[config.mk]
export PLATFORM = sky130hd
export DESIGN_NAME = fwd_unit
export DESIGN_NICKNAME = d
export VERILOG_FILES = /design/src/rtl/fwd_pkg.sv /design/src/rtl/fwd_pick.sv /design/src/rtl/fwd_mux3.sv /design/src/rtl/st_bypass.sv /design/src/rtl/fwd_unit.sv
export SDC_FILE = /design/constraint.sdc
export NUM_CORES = 1
export LEC_CHECK = 0
export ABC_AREA = 1
export ABC_CLOCK_PERIOD_IN_PS = 4080
export BUFFER_PORTS_ARGS = -buffer_cell sky130_fd_sc_hd__buf_2
export CAP_MARGIN = 20
export CORE_AREA = 2 2 124 126
export DETAILED_ROUTE_END_ITERATION = 10
export DIE_AREA = 0 0 126 128
export PLACE_DENSITY = 0.47
export SETUP_SLACK_MARGIN = 0.1
export SYNTH_ARGS = -nofsm -noshare
export SYNTH_HDL_FRONTEND = slang
export SYNTH_SLANG_ARGS = --single-unit
[constraint.sdc]
create_clock -name vclk -period 4.08
set_input_delay 0.408 -clock vclk [all_inputs]
set_output_delay 0.408 -clock vclk [all_outputs]
set_load 0.02 [all_outputs]
[src/rtl/fwd_pkg.sv]
package fwd_pkg;
    typedef enum logic [1:0] {
        SRC_REGFILE   = 2'b00,
        SRC_WRITEBACK = 2'b01,
        SRC_MEMSTAGE  = 2'b10
    } opsrc_e;

    localparam int NUM_OPND = 2;
endpackage

[src/rtl/fwd_pick.sv]
module fwd_pick
    import fwd_pkg::*;
#(
    parameter int RW = 5
) (
    input  logic [RW-1:0] src_idx,
    input  logic [RW-1:0] mem_dst,
    input  logic          mem_we,
    input  logic [RW-1:0] wb_dst,
    input  logic          wb_we,
    output opsrc_e        sel
);
    logic mem_hit;
    logic wb_hit;

    always_comb begin
        mem_hit = mem_we && (mem_dst != '0) && (mem_dst == src_idx);
        wb_hit  = wb_we  && (wb_dst  != '0) && (wb_dst  == src_idx);
        if (mem_hit)
            sel = SRC_MEMSTAGE;
        else if (wb_hit)
            sel = SRC_WRITEBACK;
        else
            sel = SRC_REGFILE;
    end
endmodule

[src/rtl/fwd_mux3.sv]
module fwd_mux3
    import fwd_pkg::*;
#(
    parameter int DW = 32
) (
    input  opsrc_e        sel,
    input  logic [DW-1:0] rf_val,
    input  logic [DW-1:0] wb_val,
    input  logic [DW-1:0] mem_val,
    output logic [DW-1:0] y
);
    always_comb begin
        unique case (sel)
            SRC_MEMSTAGE:  y = mem_val;
            SRC_WRITEBACK: y = wb_val;
            default:       y = rf_val;
        endcase
    end
endmodule

[src/rtl/st_bypass.sv]
module st_bypass #(
    parameter int RW = 5,
    parameter int DW = 32
) (
    input  logic          is_store,
    input  logic [RW-1:0] st_idx,
    input  logic [RW-1:0] wb_dst,
    input  logic          wb_we,
    input  logic [DW-1:0] carried,
    input  logic [DW-1:0] wb_val,
    output logic [DW-1:0] wdata
);
    logic take_wb;

    always_comb begin
        take_wb = is_store && wb_we && (wb_dst != '0) && (wb_dst == st_idx);
        wdata   = take_wb ? wb_val : carried;
    end
endmodule

[src/rtl/fwd_unit.sv]
module fwd_unit
    import fwd_pkg::*;
#(
    parameter int RW = 5,
    parameter int DW = 32
) (
    input  logic [RW-1:0] ex_src_a_idx,
    input  logic [RW-1:0] ex_src_b_idx,
    input  logic [RW-1:0] mem_dst_idx,
    input  logic          mem_wr_en,
    input  logic [RW-1:0] wb_dst_idx,
    input  logic          wb_wr_en,
    input  logic [DW-1:0] rf_a_val,
    input  logic [DW-1:0] rf_b_val,
    input  logic [DW-1:0] mem_alu_val,
    input  logic [DW-1:0] wb_val,
    input  logic          mem_is_store,
    input  logic [RW-1:0] mem_st_idx,
    input  logic [DW-1:0] mem_st_data,
    output logic [1:0]    sel_a,
    output logic [1:0]    sel_b,
    output logic [DW-1:0] opnd_a,
    output logic [DW-1:0] opnd_b,
    output logic [DW-1:0] ex_store_data,
    output logic [DW-1:0] dmem_wdata
);
    logic [RW-1:0] src_arr [NUM_OPND];
    logic [DW-1:0] rf_arr  [NUM_OPND];
    logic [DW-1:0] op_arr  [NUM_OPND];
    opsrc_e        sel_arr [NUM_OPND];

    assign src_arr[0] = ex_src_a_idx;
    assign src_arr[1] = ex_src_b_idx;
    assign rf_arr[0]  = rf_a_val;
    assign rf_arr[1]  = rf_b_val;

    for (genvar g = 0; g < NUM_OPND; g++) begin : g_opnd
        fwd_pick #(.RW(RW)) u_pick (
            .src_idx (src_arr[g]),
            .mem_dst (mem_dst_idx),
            .mem_we  (mem_wr_en),
            .wb_dst  (wb_dst_idx),
            .wb_we   (wb_wr_en),
            .sel     (sel_arr[g])
        );
        fwd_mux3 #(.DW(DW)) u_mux (
            .sel     (sel_arr[g]),
            .rf_val  (rf_arr[g]),
            .wb_val  (wb_val),
            .mem_val (mem_alu_val),
            .y       (op_arr[g])
        );
    end

    st_bypass #(.RW(RW), .DW(DW)) u_st (
        .is_store (mem_is_store),
        .st_idx   (mem_st_idx),
        .wb_dst   (wb_dst_idx),
        .wb_we    (wb_wr_en),
        .carried  (mem_st_data),
        .wb_val   (wb_val),
        .wdata    (dmem_wdata)
    );

    assign sel_a         = sel_arr[0];
    assign sel_b         = sel_arr[1];
    assign opnd_a        = op_arr[0];
    assign opnd_b        = op_arr[1];
    assign ex_store_data = op_arr[1];
endmodule

# Yosys cells after proc, flatten, opt, wreduce, memory -nomap -nowiden
# Cells that the tools add are included.
# word_totals
inputBits,188
out_inout_bits,132
regBits,0
wordCells,27
# op_classes
mux,7
eq_ne,9
reduce_logical,11
# op_table
cell,n
$pmux 32 s2,2
$mux 32,1
$eq 5x5->1,5
$reduce_bool 5->1,2
$logic_and 1x1->1,9
$eq 2x1->1 const B,2
$eq 2x2->1 const B,2
$mux 2,2
$mux 1,2

# Depth between registers and ports, before layout
# Gate-level depths: netlist of the first run.
# logic_depth
ltp_word,7
depth_mapped,11
ltp_nobuf,9

# By module
# A second synthesis of the first run with hierarchy kept.
# hier_totals
cells_unflattened,707
area_unflattened_um2,3275.6
# modules_own_cells
module,instances,cells_per_inst,seq_area_each_um2,area_each_um2
fwd_mux3,2,210,0.0,878.3
st_bypass,1,153,0.0,835.8
fwd_pick,2,51,0.0,221.5
fwd_unit,1,32,0.0,240.2

# Worst setup path before layout of the first run
# OpenSTA, ideal clock, no wires.
# synth_timing
path_kind,input -> output
from,input port wb_dst_idx[1]
to,output port opnd_b[17]
slack_ps,1966
t_arrival_ps,1706
n_path_buf,3
t_required_ps,3672
stages,10
path_cell_list,buf_2 > nor2_1 > nand3_1 > nand2_2 > inv_2 > nand3_2 > buf_2 > nand3_1 > nand3_1 > buf_4
# synth_between
elab_chain_len,7
word_cells_on_any_way,9
classes_between,3 x eq/ne; 3 x mux; 3 x reduce/logical
# synth_lines
element,line,source
start: declaration,fwd_unit.sv:11,"input logic [RW-1:0] wb_dst_idx,"
$reduce_bool 5->1,fwd_pick.sv:18,wb_hit = wb_we && (wb_dst != '0) && (wb_dst == src_idx);
$logic_and 1x1->1,fwd_pick.sv:18,
$logic_and 1x1->1 (*),fwd_pick.sv:18,
$mux 1 (*),fwd_pick.sv:21,else if (wb_hit)
$mux 2 (*),fwd_pick.sv:19,if (mem_hit)
$eq 2x1->1 or $eq 2x2->1 (tied branches),fwd_mux3.sv:13,unique case (sel)
$pmux 32 s2 (*),fwd_mux3.sv:13,
end: declaration,fwd_unit.sv:23,"output logic [DW-1:0] opnd_b,"
# Mark *: on every way between the ends. The rest lies on a longest branch, timed or not.

# Worst setup path in the final report of the first run
# layout_timing
from,input port wb_dst_idx[0]
to,output port opnd_a[15]
# layout_between
elab_chain_len,7
word_cells_on_any_way,9
classes_between,3 x eq/ne; 3 x mux; 3 x reduce/logical
# layout_lines
element,line,source
$reduce_bool 5->1,fwd_pick.sv:18,
$logic_and 1x1->1,fwd_pick.sv:18,
$logic_and 1x1->1 (*),fwd_pick.sv:18,
$mux 1 (*),fwd_pick.sv:21,
$mux 2 (*),fwd_pick.sv:19,
$eq 2x1->1 or $eq 2x2->1 (tied branches),fwd_mux3.sv:13,
$pmux 32 s2 (*),fwd_mux3.sv:13,
end: declaration,fwd_unit.sv:22,"output logic [DW-1:0] opnd_a,"
# Marked as above.

==> flow_summary.json, run 1 <==
{
  "p_leak_nw": 2.40,
  "final_nets": 981,
  "drt_iter0_markers": 266,
  "postSynthAreaPerCell_um2": 4.92,
  "synth_cell_types": 20,
  "worst-path-max-fanout": 33,
  "antenna_left": 0,
  "routabilityCongestion": 0.839,
  "yosysTopAreaCellShare": 0.371,
  "seq_area_frac_synth": 0,
  "die_area_mm2": 0.0161,
  "die_y_um": 128,
  "hpwlAfterDp_mm": 12.3,
  "die_w_um": 126,
  "fin_crit_sh": 0.732,
  "numPortBuffers": 320,
  "setup_viol": 0,
  "initial_core_util": 0.179,
  "final_util": 0.277,
  "path_cells": "buf_2, nor2_1, nand3_1, nand2_2, inv_2, nand3_2, nand3_1, nand3_1, buf_2",
  "worst_hold_path_type": "input port to output pin",
  "via_per_inst": 4.76,
  "grt_max_degree": 65,
  "yosysTopAreaCell": "nand3_1",
  "cpMostUsedCell": "nand3_1",
  "diodes": 0,
  "slowest_delay_ns": 0.75,
  "std_cell_rows": 45,
  "worstMarginPinSlew_ns": 0.911,
  "worstPathRequired_ns": 3.67,
  "wirelength_mm": 15.8,
  "io_pins": 320,
  "wl_per_cell_um": 16.1,
  "fin_ws_ns": 1.09,
  "cap_violations": 0,
  "fmax_mhz": 335,
  "cts_resized": 0,
  "grt_pass1_wl_mm": 23.2,
  "synth_area_leaders": "nand3_1 (37%), nand2_1 (24%), buf_4 (9.8%)",
  "first_pass_iters": 4,
  "areaGrowthSynthToFinish_pct": 54.6,
  "drive_above_1_share": 0.432,
  "worstSetupEndpointType": "output pin",
  "fillers": 1801,
  "most-common-layout-cells": "buf_2 (320), nand3_1 (196), nand2_1 (170)",
  "ir_drop_mv": 0.0637,
  "preCtsSetupSlack_ns": 1.11,
  "relSlewSlack": 0.391,
  "fin_tns_setup_ns": 0,
  "seqCellArea_um2": 0,
  "syn-instance-count": 542,
  "hold_viol": 0,
  "cts_hold_buf": 0,
  "syn-num-nets": 730,
  "period_needed_ns": 2.99,
  "grt_use_total": 0.176,
  "cts_setup_buffers": 0,
  "synth_area_mm2": 0.00267,
  "grt_overflow_total": 0,
  "critPathKind": "input port to output pin",
  "vias": 4656,
  "drc": 0,
  "coreArea_mm2": 0.0149,
  "rsz0062_at_grt": "false",
  "worst_setup_path_start_kind": "input port",
  "layout_commonest_cell": "buf_2",
  "grt_pass1_vias": 4351,
  "cp.arrival_ns": 2.58,
  "flops_and_latches": 0,
  "drv_slew": 0,
  "nClkBuffers": 0,
  "multiInputGateArea_mm2": 0.00215,
  "status": "finished clean",
  "power-per-cell-area_mw_per_mm2": 121,
  "slowest_stage": "nand3_2",
  "antenna_found_initial": 0,
  "ys_warn_count": 0
}
==> layer usage <==
metal / global-route usage / routed length, um / share of wire / vias up
met4: 0.0278 / 205 / 0.013 / 0
met2: 0.316 / 7790 / 0.49 / 250
met3: 0.0246 / 1260 / 0.080 / 17
met5: 0 / 0 / 0 / -
met1: 0.227 / 6540 / 0.41 / 2086
li1: - / - / - / 2303
==> critical path: cells and delay by family <==
kind	cells	cell delay, ns
buf+inv	3	0.68
simple gates	6	1.48
==> cell type report <==
type	count	area share
multi-input combinational	443	0.521
inverter	19	0.0173
timing repair buffer	329	0.405
tap	188	0.0570
==> logic make-up (layout without fill, tap and decap cells) <==
| logic type | after synthesis | in the layout | share of synthesized area |
|---|---|---|---|
| AO/OA/AOI/OAI | 2 | 2 | 0.00516 |
| XOR/XNOR | 16 | 16 | 0.0525 |
| AND/OR/NAND/NOR | 425 | 425 | 0.737 |
| buffers and inverters | 99 | 348 | 0.205 |
==> report_power, final <==
part	total [mW]	switching, mW	internal [mW]	leakage [nW]
logic	0.498	0.314	0.184	2.40
clock network	0	0	0	0
registers	0	0	0	0
==> synth_stat cells <==
master    instances
a21oi_2           1
buf_1             3
buf_2            35
buf_4            35
clkbuf_1          7
clkinv_1          2
inv_1            14
inv_2             3
nand2_1         170
nand2_2           1
nand3_1         198
nand3_2           3
nand4_1          32
nor2_1           16
nor2_2            2
nor2b_1           2
nor3_4            1
o21ai_1           1
xnor2_1           8
xor2_1            8
==> final timing paths <==
| path | startpoint | endpoint | slack [ns] | cells past startpoint |
|---|---|---|---|---|
| max | wb_dst_idx[0] | opnd_a[15] | 1.09 | 9 |
| min | mem_st_data[7] | dmem_wdata[7] | 1.12 | 4 |
==> metrics by stage <==
step                cell area, um^2  total power, mW  hold slack (ns)  std cells
floorplan                      2670            0.296            0.985        542
finish                         4120            0.498             1.12        979
detailed placement             4120            0.499             1.12        979
global route                   4120            0.539             1.14        979
global placement               4120            0.500             1.12        979
CTS                            4120            0.500             1.12        979
(Power assumes the default switching activity.)
==> run 2: changes to the inputs <==
ABC_CLOCK_PERIOD_IN_PS = 2700   (was 4080)
CORE_AREA = 2 2 123 125   (was 2 2 124 126)
DIE_AREA = 0 0 125 127   (was 0 0 126 128)
PLACE_DENSITY = 0.5   (was 0.47)
clock period = 2.7 ns   (was 4.08 ns; I/O delays follow)
==> flow_summary.json, run 2 (synthesis results as in run 1) <==
{
  "status": "finished clean",
  "grt_pass1_vias": 4546,
  "seqPwrFrac": 0,
  "wl_per_cell_um": 16.2,
  "wirelength_mm": 16.0,
  "worstPathRequired_ns": 2.43,
  "coreArea_mm2": 0.0144,
  "cts_resized": 0,
  "fmax_mhz": 470,
  "drive_above_1_share": 0.440,
  "cp.arrival_ns": 1.86,
  "cts_setup_buffers": 0,
  "worst_hold_path_type": "input port to output pin",
  "p_sw_frac": 0.630,
  "via_per_inst": 4.79,
  "fin_tns_setup_ns": 0,
  "die_area_mm2": 0.0159,
  "hold_viol": 0,
  "netSwitchingPower_uw": 479,
  "slowest_delay_ns": 0.33,
  "numPortBuffers": 320,
  "grt_max_degree": 39,
  "die_w_um": 125,
  "final_util": 0.292,
  "io_pins": 320,
  "drv_slew": 0,
  "preCtsSetupSlack_ns": 0.542,
  "diodes": 0,
  "grt_pass1_wl_mm": 24.0,
  "std_cell_rows": 44,
  "most-common-layout-cells": "buf_2 (320), nand3_1 (196), nand2_1 (170)",
  "fin_ws_ns": 0.571,
  "seqCellArea_um2": 0,
  "flops_and_latches": 0,
  "nClkBuffers": 0,
  "areaGrowthSynthToFinish_pct": 58.0,
  "slowest_stage": "nand3_2",
  "internal_power_uw": 282,
  "routabilityCongestion": 0.821,
  "initial_core_util": 0.185,
  "rsz0062_at_grt": "false",
  "combPwrFrac": 1.000,
  "power_frac_clock": 0,
  "critPathKind": "input port to output pin",
  "final_nets": 992,
  "worstMarginPinSlew_ns": 0.430,
  "hpwlAfterDp_mm": 13.0,
  "drt_iter0_markers": 299,
  "period_needed_ns": 2.13,
  "worst-path-max-fanout": 21,
  "worst_setup_path_start_kind": "input port",
  "ir_drop_mv": 0.0739,
  "die_y_um": 127,
  "setup_viol": 0,
  "p_leak_nw": 2.46,
  "power-per-cell-area_mw_per_mm2": 181,
  "grt_overflow_total": 0,
  "worstSetupEndpointType": "output pin",
  "vias": 4720,
  "cap_violations": 0,
  "layout_commonest_cell": "buf_2",
  "first_pass_iters": 8,
  "antenna_found_initial": 0,
  "antenna_left": 0,
  "path_cells": "buf_2, nor2_1, nand3_1, nand2_2, inv_2, nand3_2, buf_12, nand2_1, nand2_1, buf_2",
  "path_buf_inv": 4,
  "drc": 0,
  "relSlewSlack": 0.713,
  "cts_hold_buf": 0,
  "fin_crit_sh": 0.789,
  "crit_family": "buffers and inverters",
  "grt_use_total": 0.184
}
## run 2: changes by cell type in the layout (fill, tap and decap cells not counted), sizes merged
cell / change
buf: +11
## run 2: final cells by class
class                      instances  area [um^2]
fill                            1702        10200
timing repair buffer             340         1760
inverter                          19         71.3
tap                              184          230
multi-input combinational        443         2150
## run 2: per-layer routing
metal | vias up | track usage | part of all wire
met4 | 0 | 0.0235 | 0.010
met3 | 14 | 0.0163 | 0.079
li1 | 2321 | - | -
met1 | 2112 | 0.232 | 0.40
met2 | 273 | 0.349 | 0.51
met5 | - | 0 | 0
## run 2: worst paths after layout
check	from	to	slack, ns	cells after the start
setup / recovery	wb_dst_idx[0]	dmem_wdata[21]	0.57	10
hold / removal	mem_st_data[24]	dmem_wdata[24]	0.84	4
## run 2: power groups by stage
stage / Combinational (mW) / Sequential, mW / Clock (mW)
2_1_floorplan: 0.448 / 0 / 0
3_3_place_gp: 0.762 / 0 / 0
3_5_place_dp: 0.762 / 0 / 0
4_1_cts: 0.765 / 0 / 0
5_1_grt: 0.824 / 0 / 0
6_report: 0.761 / 0 / 0
## run 2: tightest hold or removal path, cell delays in order
cell and delay [ns]:
buf_2 0.07, nand2_1 0.04, nand2_1 0.04, buf_2 0.15
## run 2: per-stage QoR
step / std cells / cell area (um^2) / hold slack (ns) / power (mW)
floorplan: 542 / 2670 / 0.709 / 0.448
global placement: 986 / 4210 / 0.845 / 0.762
detailed placement: 986 / 4210 / 0.843 / 0.762
CTS: 986 / 4210 / 0.843 / 0.765
global route: 986 / 4210 / 0.861 / 0.824
finish: 986 / 4210 / 0.844 / 0.761
